**src/rtl/spi_eng_pkg.sv**
```systemverilog
package spi_eng_pkg;
  typedef enum logic [3:0] {
    S_IDLE, S_HREQ, S_HWAIT, S_NEXT, S_FREQ, S_FWAIT, S_SHIFT, S_WREQ, S_DONE
  } seq_st_t;
  localparam int HDR_BYTES = 8;
endpackage

```
**src/rtl/spi_eng_shifter.sv**
```systemverilog
module spi_eng_shifter (
  input  logic       clk,
  input  logic       rst_n,
  input  logic       tick,
  input  logic       go,
  input  logic [7:0] tx_byte,
  input  logic       miso,
  output logic       sck,
  output logic       mosi,
  output logic       done,
  output logic [7:0] rx_byte
);
  logic [7:0] sh;
  logic [2:0] cnt;
  logic       active;

  always_ff @(posedge clk or negedge rst_n) begin
    if (!rst_n) begin
      sh <= '0; cnt <= '0; active <= 1'b0; sck <= 1'b0; done <= 1'b0; rx_byte <= '0;
    end else begin
      done <= 1'b0;
      if (go) begin
        sh <= tx_byte; cnt <= '0; sck <= 1'b0; active <= 1'b1;
      end else if (active && tick) begin
        if (!sck) begin
          sck <= 1'b1;
          rx_byte <= {rx_byte[6:0], miso};
        end else begin
          sck <= 1'b0;
          if (cnt == 3'd7) begin
            active <= 1'b0; done <= 1'b1;
          end else begin
            sh <= {sh[6:0], 1'b0}; cnt <= cnt + 3'd1;
          end
        end
      end
    end
  end

  assign mosi = sh[7];


  sck_hold_chk: assert property (@(posedge clk) disable iff (!rst_n)
    (!tick && !go) |=> $stable(sck));

  mosi_hold_chk: assert property (@(posedge clk) disable iff (!rst_n)
    (!go && !(tick && sck)) |=> $stable(mosi));
endmodule

```
**src/rtl/spi_eng_seq.sv**
```systemverilog
module spi_eng_seq import spi_eng_pkg::*; #(
  parameter int AW = 24,
  parameter int NCH = 2,
  parameter int MAX_INLINE = 16,
  localparam int CW = $clog2(NCH)
) (
  input  logic          clk,
  input  logic          rst_n,
  input  logic          start,
  input  logic [CW-1:0] ch,
  input  logic [AW-1:0] desc_base,
  input  logic [AW-1:0] rx_base,
  output logic          mem_req,
  input  logic          mem_gnt,
  output logic          mem_we,
  output logic [AW-1:0] mem_addr,
  output logic [7:0]    mem_wdata,
  input  logic          mem_rvalid,
  input  logic [7:0]    mem_rdata,
  output logic          sh_go,
  output logic [7:0]    sh_tx,
  input  logic          sh_done,
  input  logic [7:0]    sh_rx,
  output logic [NCH-1:0] cs_n,
  output logic          busy,
  output logic          done
);
  seq_st_t st;
  logic [AW-1:0] d_base, r_base;
  logic [2:0]  hidx;
  logic [7:0]  cnt, inl_idx, inl_cnt;
  logic [15:0] len, dat_idx;
  logic [17:0] daddr;
  logic        is_rd, keep, inl_phase, dat_left;

  assign inl_cnt   = (cnt > 8'(MAX_INLINE)) ? 8'(MAX_INLINE) : cnt;
  assign inl_phase = inl_idx < inl_cnt;
  assign dat_left  = dat_idx < len;

  always_comb begin
    mem_addr = '0;
    case (st)
      S_HREQ: mem_addr = d_base + AW'(hidx);
      S_FREQ: mem_addr = inl_phase ? d_base + AW'(HDR_BYTES) + AW'(inl_idx)
                                   : AW'(daddr) + AW'(dat_idx);
      S_WREQ: mem_addr = r_base + AW'(dat_idx);
      default: mem_addr = '0;
    endcase
  end
  assign mem_req   = (st == S_HREQ) || (st == S_FREQ) || (st == S_WREQ);
  assign mem_we    = (st == S_WREQ);
  assign mem_wdata = (st == S_WREQ) ? sh_rx : 8'h00;
  assign sh_go = (st == S_FWAIT && mem_rvalid) ||
                 (st == S_NEXT && !inl_phase && dat_left && is_rd);
  assign sh_tx = (st == S_FWAIT) ? mem_rdata : 8'h00;
  assign busy  = (st != S_IDLE);
  assign done  = (st == S_DONE);

  always_ff @(posedge clk or negedge rst_n) begin
    if (!rst_n) begin
      st <= S_IDLE; d_base <= '0; r_base <= '0; hidx <= '0; cnt <= '0;
      inl_idx <= '0; len <= '0; dat_idx <= '0; daddr <= '0;
      is_rd <= 1'b0; keep <= 1'b0; cs_n <= '1;
    end else begin
      case (st)
        S_IDLE: if (start) begin
          d_base <= desc_base; r_base <= rx_base; hidx <= '0;
          inl_idx <= '0; dat_idx <= '0;
          cs_n <= ~(NCH'(1) << ch);
          st <= S_HREQ;
        end
        S_HREQ: if (mem_gnt) st <= S_HWAIT;
        S_HWAIT: if (mem_rvalid) begin
          case (hidx)
            3'd0: cnt <= mem_rdata;
            3'd1: begin is_rd <= mem_rdata[1]; keep <= mem_rdata[3]; end
            3'd2: len[7:0] <= mem_rdata;
            3'd3: len[15:8] <= mem_rdata;
            3'd4: daddr[7:0] <= mem_rdata;
            3'd5: daddr[15:8] <= mem_rdata;
            3'd6: daddr[17:16] <= mem_rdata[1:0];
            default: ;
          endcase
          hidx <= hidx + 3'd1;
          st <= (hidx == 3'(HDR_BYTES - 1)) ? S_NEXT : S_HREQ;
        end
        S_NEXT: begin
          if (inl_phase) st <= S_FREQ;
          else if (dat_left) st <= is_rd ? S_SHIFT : S_FREQ;
          else st <= S_DONE;
        end
        S_FREQ:  if (mem_gnt) st <= S_FWAIT;
        S_FWAIT: if (mem_rvalid) st <= S_SHIFT;
        S_SHIFT: if (sh_done) begin
          if (inl_phase) begin inl_idx <= inl_idx + 8'd1; st <= S_NEXT; end
          else if (is_rd) st <= S_WREQ;
          else begin dat_idx <= dat_idx + 16'd1; st <= S_NEXT; end
        end
        S_WREQ: if (mem_gnt) begin dat_idx <= dat_idx + 16'd1; st <= S_NEXT; end
        S_DONE: begin
          if (!keep) cs_n <= '1;
          st <= S_IDLE;
        end
        default: st <= S_IDLE;
      endcase
    end
  end


  req_hold_chk: assert property (@(posedge clk) disable iff (!rst_n)
    (mem_req && !mem_gnt) |=> (mem_req && $stable(mem_addr) && $stable(mem_we) && $stable(mem_wdata)));

  cs_single_chk: assert property (@(posedge clk) disable iff (!rst_n)
    $onehot0(~cs_n));
endmodule

```
**src/rtl/spi_desc_engine.sv**
```systemverilog
module spi_desc_engine import spi_eng_pkg::*; #(
  parameter int AW = 24,
  parameter int NCH = 2,
  parameter int MAX_INLINE = 16,
  parameter int RA = 6,
  localparam int CW = $clog2(NCH),
  localparam int NB = AW / 8,
  localparam int CH_BASE = 8,
  localparam int CH_STRIDE = 8,
  localparam int RX_OFS = 4
) (
  input  logic          clk,
  input  logic          rst_n,
  input  logic          reg_we,
  input  logic [RA-1:0] reg_addr,
  input  logic [7:0]    reg_wdata,
  output logic [7:0]    reg_rdata,
  output logic          mem_req,
  input  logic          mem_gnt,
  output logic          mem_we,
  output logic [AW-1:0] mem_addr,
  output logic [7:0]    mem_wdata,
  input  logic          mem_rvalid,
  input  logic [7:0]    mem_rdata,
  input  logic          sck_tick,
  output logic          spi_sck,
  output logic          spi_mosi,
  input  logic          spi_miso,
  output logic [NCH-1:0] spi_cs_n,
  output logic          irq,
  output logic          busy
);
  localparam logic [RA-1:0] A_CTRL = RA'(0);
  localparam logic [RA-1:0] A_STAT = RA'(1);

  logic [7:0]    ctrl_q;
  logic          stat_end, stat_mask, seq_done, sh_go, sh_done, start;
  logic [7:0]    sh_tx, sh_rx;
  logic [CW-1:0] st_ch;
  logic [AW-1:0] desc_addr [NCH];
  logic [AW-1:0] rx_addr   [NCH];

  for (genvar c = 0; c < NCH; c++) begin : g_ch
    logic [AW-1:0] d_q, r_q;
    always_ff @(posedge clk or negedge rst_n) begin
      if (!rst_n) begin
        d_q <= '0; r_q <= '0;
      end else if (reg_we) begin
        for (int b = 0; b < NB; b++) begin
          if (reg_addr == RA'(CH_BASE + CH_STRIDE * c + b)) d_q[8*b +: 8] <= reg_wdata;
          if (reg_addr == RA'(CH_BASE + CH_STRIDE * c + RX_OFS + b)) r_q[8*b +: 8] <= reg_wdata;
        end
      end
    end
    assign desc_addr[c] = d_q;
    assign rx_addr[c]   = r_q;
  end

  always_comb begin
    st_ch = '0;
    for (int c = NCH - 1; c >= 0; c--)
      if (reg_wdata[c+1]) st_ch = CW'(c);
  end
  assign start = reg_we && (reg_addr == A_CTRL) && reg_wdata[0] &&
                 (|reg_wdata[NCH:1]) && !busy;

  always_ff @(posedge clk or negedge rst_n) begin
    if (!rst_n) begin
      ctrl_q <= '0; stat_end <= 1'b0; stat_mask <= 1'b0;
    end else begin
      if (reg_we && reg_addr == A_CTRL) ctrl_q <= reg_wdata;
      if (reg_we && reg_addr == A_STAT) begin
        stat_mask <= reg_wdata[4];
        if (reg_wdata[0]) stat_end <= 1'b0;
      end
      if (seq_done) stat_end <= 1'b1;
    end
  end

  always_comb begin
    reg_rdata = 8'h00;
    if (reg_addr == A_CTRL) reg_rdata = ctrl_q;
    if (reg_addr == A_STAT) reg_rdata = {busy, 2'b00, stat_mask, 3'b000, stat_end};
    for (int c = 0; c < NCH; c++)
      for (int b = 0; b < NB; b++) begin
        if (reg_addr == RA'(CH_BASE + CH_STRIDE * c + b)) reg_rdata = desc_addr[c][8*b +: 8];
        if (reg_addr == RA'(CH_BASE + CH_STRIDE * c + RX_OFS + b)) reg_rdata = rx_addr[c][8*b +: 8];
      end
  end

  assign irq = stat_end && !stat_mask;

  spi_eng_seq #(.AW(AW), .NCH(NCH), .MAX_INLINE(MAX_INLINE)) u_seq (
    .clk(clk), .rst_n(rst_n), .start(start), .ch(st_ch),
    .desc_base(desc_addr[st_ch]), .rx_base(rx_addr[st_ch]),
    .mem_req(mem_req), .mem_gnt(mem_gnt), .mem_we(mem_we), .mem_addr(mem_addr),
    .mem_wdata(mem_wdata), .mem_rvalid(mem_rvalid), .mem_rdata(mem_rdata),
    .sh_go(sh_go), .sh_tx(sh_tx), .sh_done(sh_done), .sh_rx(sh_rx),
    .cs_n(spi_cs_n), .busy(busy), .done(seq_done));

  spi_eng_shifter u_shift (
    .clk(clk), .rst_n(rst_n), .tick(sck_tick), .go(sh_go), .tx_byte(sh_tx),
    .miso(spi_miso), .sck(spi_sck), .mosi(spi_mosi), .done(sh_done), .rx_byte(sh_rx));


  end_set_chk: assert property (@(posedge clk) disable iff (!rst_n)
    seq_done |=> stat_end);
endmodule

```
**config.mk**
```make
export PLATFORM = sky130hd
export DESIGN_NAME = spi_desc_engine
export DESIGN_NICKNAME = d
export VERILOG_FILES = /design/src/rtl/spi_eng_pkg.sv /design/src/rtl/spi_eng_shifter.sv /design/src/rtl/spi_eng_seq.sv /design/src/rtl/spi_desc_engine.sv
export SDC_FILE = /design/constraint.sdc
export NUM_CORES = 1
export LEC_CHECK = 0
export ABC_AREA = 1
export BUFFER_PORTS_ARGS = -buffer_cell sky130_fd_sc_hd__buf_2
export CORE_MARGIN = 1
export CORE_UTILIZATION = 55
export DETAILED_ROUTE_END_ITERATION = 6
export HOLD_SLACK_MARGIN = 0.06
export MAX_ROUTING_LAYER = met4
export PLACE_DENSITY = 0.73
export SYNTH_ARGS = -nofsm -noshare
export SYNTH_HDL_FRONTEND = slang
export SYNTH_SLANG_ARGS = --single-unit
```
**constraint.sdc**
```tcl
create_clock -name clk -period 3.5 [get_ports clk]
set_clock_uncertainty 0.1 [all_clocks]
set_input_delay 0.35 -clock clk [delete_from_list [all_inputs] [get_ports clk]]
set_output_delay 0.35 -clock clk [all_outputs]
set_load 0.02 [all_outputs]
```
* After elaboration in Yosys (flattened, before gate mapping)
Index checks and enable logic that the tools add are counted.
Word-level totals: input port bits 29, logic and storage cells 234, output and inout port bits 48, register bits after elaboration 253
Operators by class: equal/unequal tests 41, add/sub/neg operators 9, mux-type cells 79, shift operators 1, reductions and logical operators 60, $lt $le $gt $ge 4, bitwise operators 4
Operators by type and width (number):
- $mux 8 | 24
- $mux 24 | 7
- $mux 16 | 5
- $pmux 24 s3 | 1
- $pmux 16 s3 | 1
- $mux 4 | 10
- $eq 6x4->1 const B | 6
- $eq 6x5->1 const B | 6
- $reduce_and 3->1 | 12
- $pmux 4 s8 | 1
- $reduce_and 2->1 | 14
- $add 24x16->24 | 1
- $add 24x3->24 | 1
- $add 24x4->24 const B | 1
- $add 24x8->24 | 1
- $mux 3 | 7
- $ne 2x2->1 const B | 10
- $add 18x16->19 | 1
- $add 16x1->16 const B | 1
- $eq 4x3->1 const B | 4
- $lt 16x16->1 | 1
- $mux 1 | 16
- $pmux 8 s2 | 1
- $reduce_bool 2->1 | 8
- other kinds (32) | 58

* Logic depth before layout (Yosys ltp)
depth after elaboration 15, depth in mapped cells 20, gate-level depth less buffers 19

* Cells and area by module
Synthesis repeated with hierarchy kept, for this count alone.
Second synthesis, totals: cells, all modules 2283, area total of the unflattened synthesis 16470.8 sq um
Modules (own cells, without submodules):
- spi_eng_seq | seq. area each 3130.5 sq um, cells each 1426, area each 9959.6 sq um, instances 1
- spi_desc_engine | seq. area each 2652.5 sq um, cells each 730, area each 5482.8 sq um, instances 1
- spi_eng_shifter | seq. area each 550.5 sq um, cells each 127, area each 1028.5 sq um, instances 1

* Worst setup path after synthesis
No wires, ideal clock.
path type register to output, start point register u_seq.inl_idx[3], end point output port mem_addr[14], arrival time 2.540 ns, required time 3.050 ns, buffers on the path 0, stages on the path, launching flop included 17, path slack 0.510 ns, cell sequence dfrtp_1 inv_1 ha_1 inv_1 ha_1 nand2_1 o21ai_0 nand2_1 nand2_1 nand2_1 nand2_1 nand2_1 nor2_1 nor2_1 o21ai_0 nand2_1 o21ai_0
On the way: word-level cells in the longest chain between the ends 3, elaborated cells on any way between the ends 4, classes of those cells add/sub (1); order compare (1); mux (2)
RTL lines:
- from (decl) | RTL line spi_eng_seq.sv:31 | logic [7:0] cnt, inl_idx, inl_cnt;
- from (signal assigned) | RTL line spi_eng_seq.sv:62 | inl_idx <= '0; len <= '0; dat_idx <= '0; daddr <= '0;
- from (signal assigned) | RTL line spi_eng_seq.sv:68 | inl_idx <= '0; dat_idx <= '0;
- from (signal assigned) | RTL line spi_eng_seq.sv:95 | if (inl_phase) begin inl_idx <= inl_idx + 8'd1; st <= S_NEXT; end
- $add 24x8->24 / $lt 8x8->1 (equally long branches) | RTL line spi_eng_seq.sv:44, spi_eng_seq.sv:37
- $mux 24 (*) | RTL line spi_eng_seq.sv:44 | S_FREQ: mem_addr = inl_phase ? d_base + AW'(HDR_BYTES) + AW'(inl_idx)
- $pmux 24 s3 (*) | RTL line spi_eng_seq.sv:42 | case (st)
- to (decl) | RTL line spi_desc_engine.sv:21 | output logic [AW-1:0] mem_addr,
Mark *: on every way between the ends. The rest lies on a longest branch, timed or not.

* Final worst setup path
start point register u_seq.r_base[0], end point output port mem_addr[20]
On the way: word-level cells in the longest chain between the ends 2
RTL lines:
- from (decl) | RTL line spi_eng_seq.sv:29 | logic [AW-1:0] d_base, r_base;
- from (signal assigned) | RTL line spi_eng_seq.sv:61 | st <= S_IDLE; d_base <= '0; r_base <= '0; hidx <= '0; cnt <= '0;
- from (signal assigned) | RTL line spi_eng_seq.sv:67 | d_base <= desc_base; r_base <= rx_base; hidx <= '0;
- $add 24x16->24 | RTL line spi_eng_seq.sv:46 | S_WREQ: mem_addr = r_base + AW'(dat_idx);
- $pmux 24 s3 | RTL line spi_eng_seq.sv:42
Every way passes these cells.

==> run summary <==
The flow ran to the end, but the final reports show violations. The checks that failed: negative setup slack. The final count of pins violating max slew came out at 0.

The final setup slack of the worst path came out at -0.103 ns. Once layout is done, the placed cells without fillers occupy around 19000 um2. The design draws about 9.6 mW.

The number of hold violations in the final report came to 0. The critical path data required time came out at around 3 ns. After detailed routing, the average wire length per cell comes to 20.0 um. The worst slew margin relative to its limit came out at 0.172. The total vias in the final route came out at roughly 15000.

The total setup violations reported at the end of the flow is 5. The setup slack of the worst register-to-register path came out at between 0.4 and 0.5 ns. In the global route stage, met1 resource usage came out at 0.463.

The tightest min-delay check is of the input port to register type. After the last flow step, the layout net total stands at approximately 2400. The distinct cell type count of the synthesized netlist came out at 56. Each instance of the synthesized netlist takes up on average 7.38 um2. STA puts the critical path data arrival time at 3.15 ns. The number of filler cells placed in the layout came out at between 2000 and 2500.

The source-to-sink clock delay at the later pin of the worst-skew pair came out at roughly 0.57 ns. The maximum buffer depth of the clock tree came out at 3. For this design the static power due to leakage is between 8 and 9 nW.

The clock slew at the register clock pins of the worst setup and hold paths came out at about 0.06 ns. The number of placement rows came out at 61. The via count of the first global-routing pass came to roughly 15000. The initial core utilization is 0.566.

The worst setup path is of the register to output port kind. met2 is the most crowded layer. The overall overflow remaining after global route came out at 0. The share of the Yosys chip area taken by registers is 0.398. The share of total power consumed by net switching came out at 0.360. The fraction of layout cells with a size suffix above 1 is 0.170. The number of nets still failing antenna checks after routing came out at 0.

The internal power consumption came out at slightly above 6 mW. The library cells used most frequently in the layout, excluding fill and tap cells, are nand2_1, o21ai_0, dfrtp_1. The repair_antennas step left the layout with diodes totalling 0.

The y dimension of the die is approximately 170 um. Setup repair after global routing could not meet its margin everywhere. The post-route clock period utilization came out at 1.03. The number of detailed-route iterations in the first pass came out at 6.

The total global-route track usage is 0.379. The critical path goes through ha_2 -> inv_2 -> fa_2 -> nand3b_1 -> nand2_2 -> nand2_2 -> o21ai_2 -> nand2_1 -> nand2_2 -> nand3_2 -> nand2_4 -> nand3_4 -> o21bai_1 -> nand3b_1 -> buf_6. The highest fanout seen on the critical path is 5.

By instance count, the cell type seen most on the critical path is nand2_2. For this run, the leading register cell type out of synthesis is dfrtp_1. The worst setup path is launched from a register. In this run the power density over the cells is around 510 nW/um2.

The minimum hold slack came out at around 0.077 ns. The global-route wire length before repair is between 80000 and 90000 um. The TritonCTS clock tree is yes. Before CTS, the worst setup slack after placement is between 0.15 and 0.2 ns. The layout overhead on the synthesized area is 18.9%. The worst setup path is captured at an output port. The cell count after synthesis is between 2000 and 2500. Pin placement for this block handled just under 80 I/O pins. The maximum vdd drop came out at between 0.0004 and 0.0005 V. The share of total power dissipated in sequential elements is 0.400. The fraction of registers with async set/reset is 1.00. The largest single stage delay on the critical path is ~0.4 ns.

The number of sinks handled by clock tree synthesis came out at about 250. The library cell used as clock root buffer is clkbuf_16. At the end of routability-driven placement, the weighted congestion stood at 1.05. The total buffers and inverters traversed by the critical path is 2.

The slew at the pin closest to its max-slew limit came out at about 1.2 ns. The number of antenna violations at the first check in global routing was 0. Leaving out fill and tap cells, the most frequent cell in the layout is nand2_1.

The port buffer count is between 70 and 80. The timing-limited maximum frequency is ~0.28 GHz. In this run the horizontal extent of the chip is ~170 um. The combinational share of power is 0.271.

The gate family responsible for the most delay along the worst path is simple AND/OR/NAND/NOR gates. The final critical-path required period is approximately 3.6 ns. The number of levels the H-tree was split into is 1. The core box area is between 20000 and 30000 um2. The met3 capacity usage during global routing came out at 0.0442. The number of synthesized flops with an enable pin is 0. Entering global routing, the biggest net connects between 100 and 150 pins.

The final total negative setup slack came out at -0.194 ns. The cell area after synthesis is around 16000 um2. The area of the die came out at 29600 um2.

For this run, design rule violations remaining after detail routing come to 0. The via count normalized by instance count is ~5.7. The number of synthesized register bits came out at around 250.

The starting DRC count in detailed routing is between 1000 and 1500. After detailed routing, the total wire length is 53800 um. The share of total power dissipated in the clock network is 0.329.

The cell with the biggest individual delay on the critical path is dfrtp_1. The count of max-cap constraint violations came out at 0. Summed over all nets, the switching power comes to ~3.5 mW.

The post-detailed-placement half-perimeter wirelength is just over 40000 um. The yosys synthesis warning count is 0. The placed instance area came out at approximately 17000 um2. For met2 alone, demand over resource in global routing was 0.628.

The CTS buffer count is 29.
[registers in the layout, indices dropped and copies added (netlist names), 2 cells and up]
register         count
u_seq.len           16
u_seq.st             4
g_ch.d_q            48
u_shift.sh           8
u_seq.d_base        24
u_shift.rx_byte      8
u_seq.dat_idx       16
g_ch.r_q            48
u_seq.cnt            8
u_seq.cs_n           2
u_shift.cnt          3
u_seq.inl_idx        8
u_seq.hidx           3
u_seq.r_base        24
u_seq.daddr         18
ctrl_q               8
[cell usage after synthesis (all sizes together) (27+ instances only)]
master  count  area, um2
mux2i      35        350
nand2     673       2560
nand3     103        521
clkbuf     41        154
dfrtp     251       6280
o21ai     299       1510
a21oi      85        425
nor2      167        701
nand4      44        275
inv       200        751
nor3       27        171
ha         83       1040
[routing by layer]
| metal | up-vias | part of all wire |
|---|---|---|
| li1 | 7415 | - |
| met1 | 7273 | 0.41 |
| met2 | 589 | 0.48 |
| met3 | 162 | 0.060 |
| met4 | 0 | 0.055 |
| met5 | - | 0 |
[cell families after synthesis]
group / synth area share
simple gates: 0.280
compound gates: 0.149
buf+inv: 0.0642
flops: 0.398
fa+ha+maj: 0.0703
mux: 0.0220
xor+xnor: 0.0165
other cells: 0.000236
[per-stage QoR]
stage | std cells | utilization
2_1_floorplan | 2157 | -
3_3_place_gp | 2599 | 0.602
3_5_place_dp | 2599 | 0.602
4_1_cts | 2672 | 0.655
5_1_grt | 2688 | 0.673
6_report | 2688 | 0.673
[final cells by class]
class	instances	area [um2]	share of cell area
multi-input combinational	1643	9160	0.484
sequential	253	6350	0.336
clock inverter	10	126	0.00668
tap	378	473	0.0250
timing repair buffer	160	1160	0.0612
clock buffer	42	875	0.0462
inverter	202	763	0.0404
[final timing paths]
path / from / endpoint / cells past startpoint
hold reg to reg: u_shift.sh[0] / u_shift.sh[0] / 2
setup reg to reg: u_seq.cnt[6] / u_shift.rx_byte[0] / 19
max in group asynchronous: rst_n / u_seq.r_base[18] / 3
min in group asynchronous: rst_n / u_seq.cnt[3] / 2
setup / recovery: u_seq.r_base[0] / mem_addr[20] / 15
hold / removal: mem_rdata[7] / u_seq.daddr[15] / 3
[tightest hold or removal path, stage by stage]
cell and delay [ns]:
buf_2 0.08, inv_1 0.11, o21ai_0 0.17
[power by group through the flow]
stage | clock (mW) | combinational (mW) | sequential [mW]
6_report | 3.17 | 2.61 | 3.86
5_1_grt | 3.30 | 2.91 | 3.92
4_1_cts | 3.19 | 2.49 | 3.84
3_5_place_dp | 0 | 2.39 | 3.88
3_3_place_gp | 0 | 2.32 | 3.87
2_1_floorplan | 0 | 1.63 | 3.76
[timing repair]
action                                 4_1_cts  5_1_grt
setup endpoints to repair                   24       24
endpoints found under the hold margin      107        0
hold buffers                                 4        0
pin swaps                                   25       37
resized for setup                           93       95
setup buffers                               17       18
No activity file was read; power rests on OpenSTA's default activity.
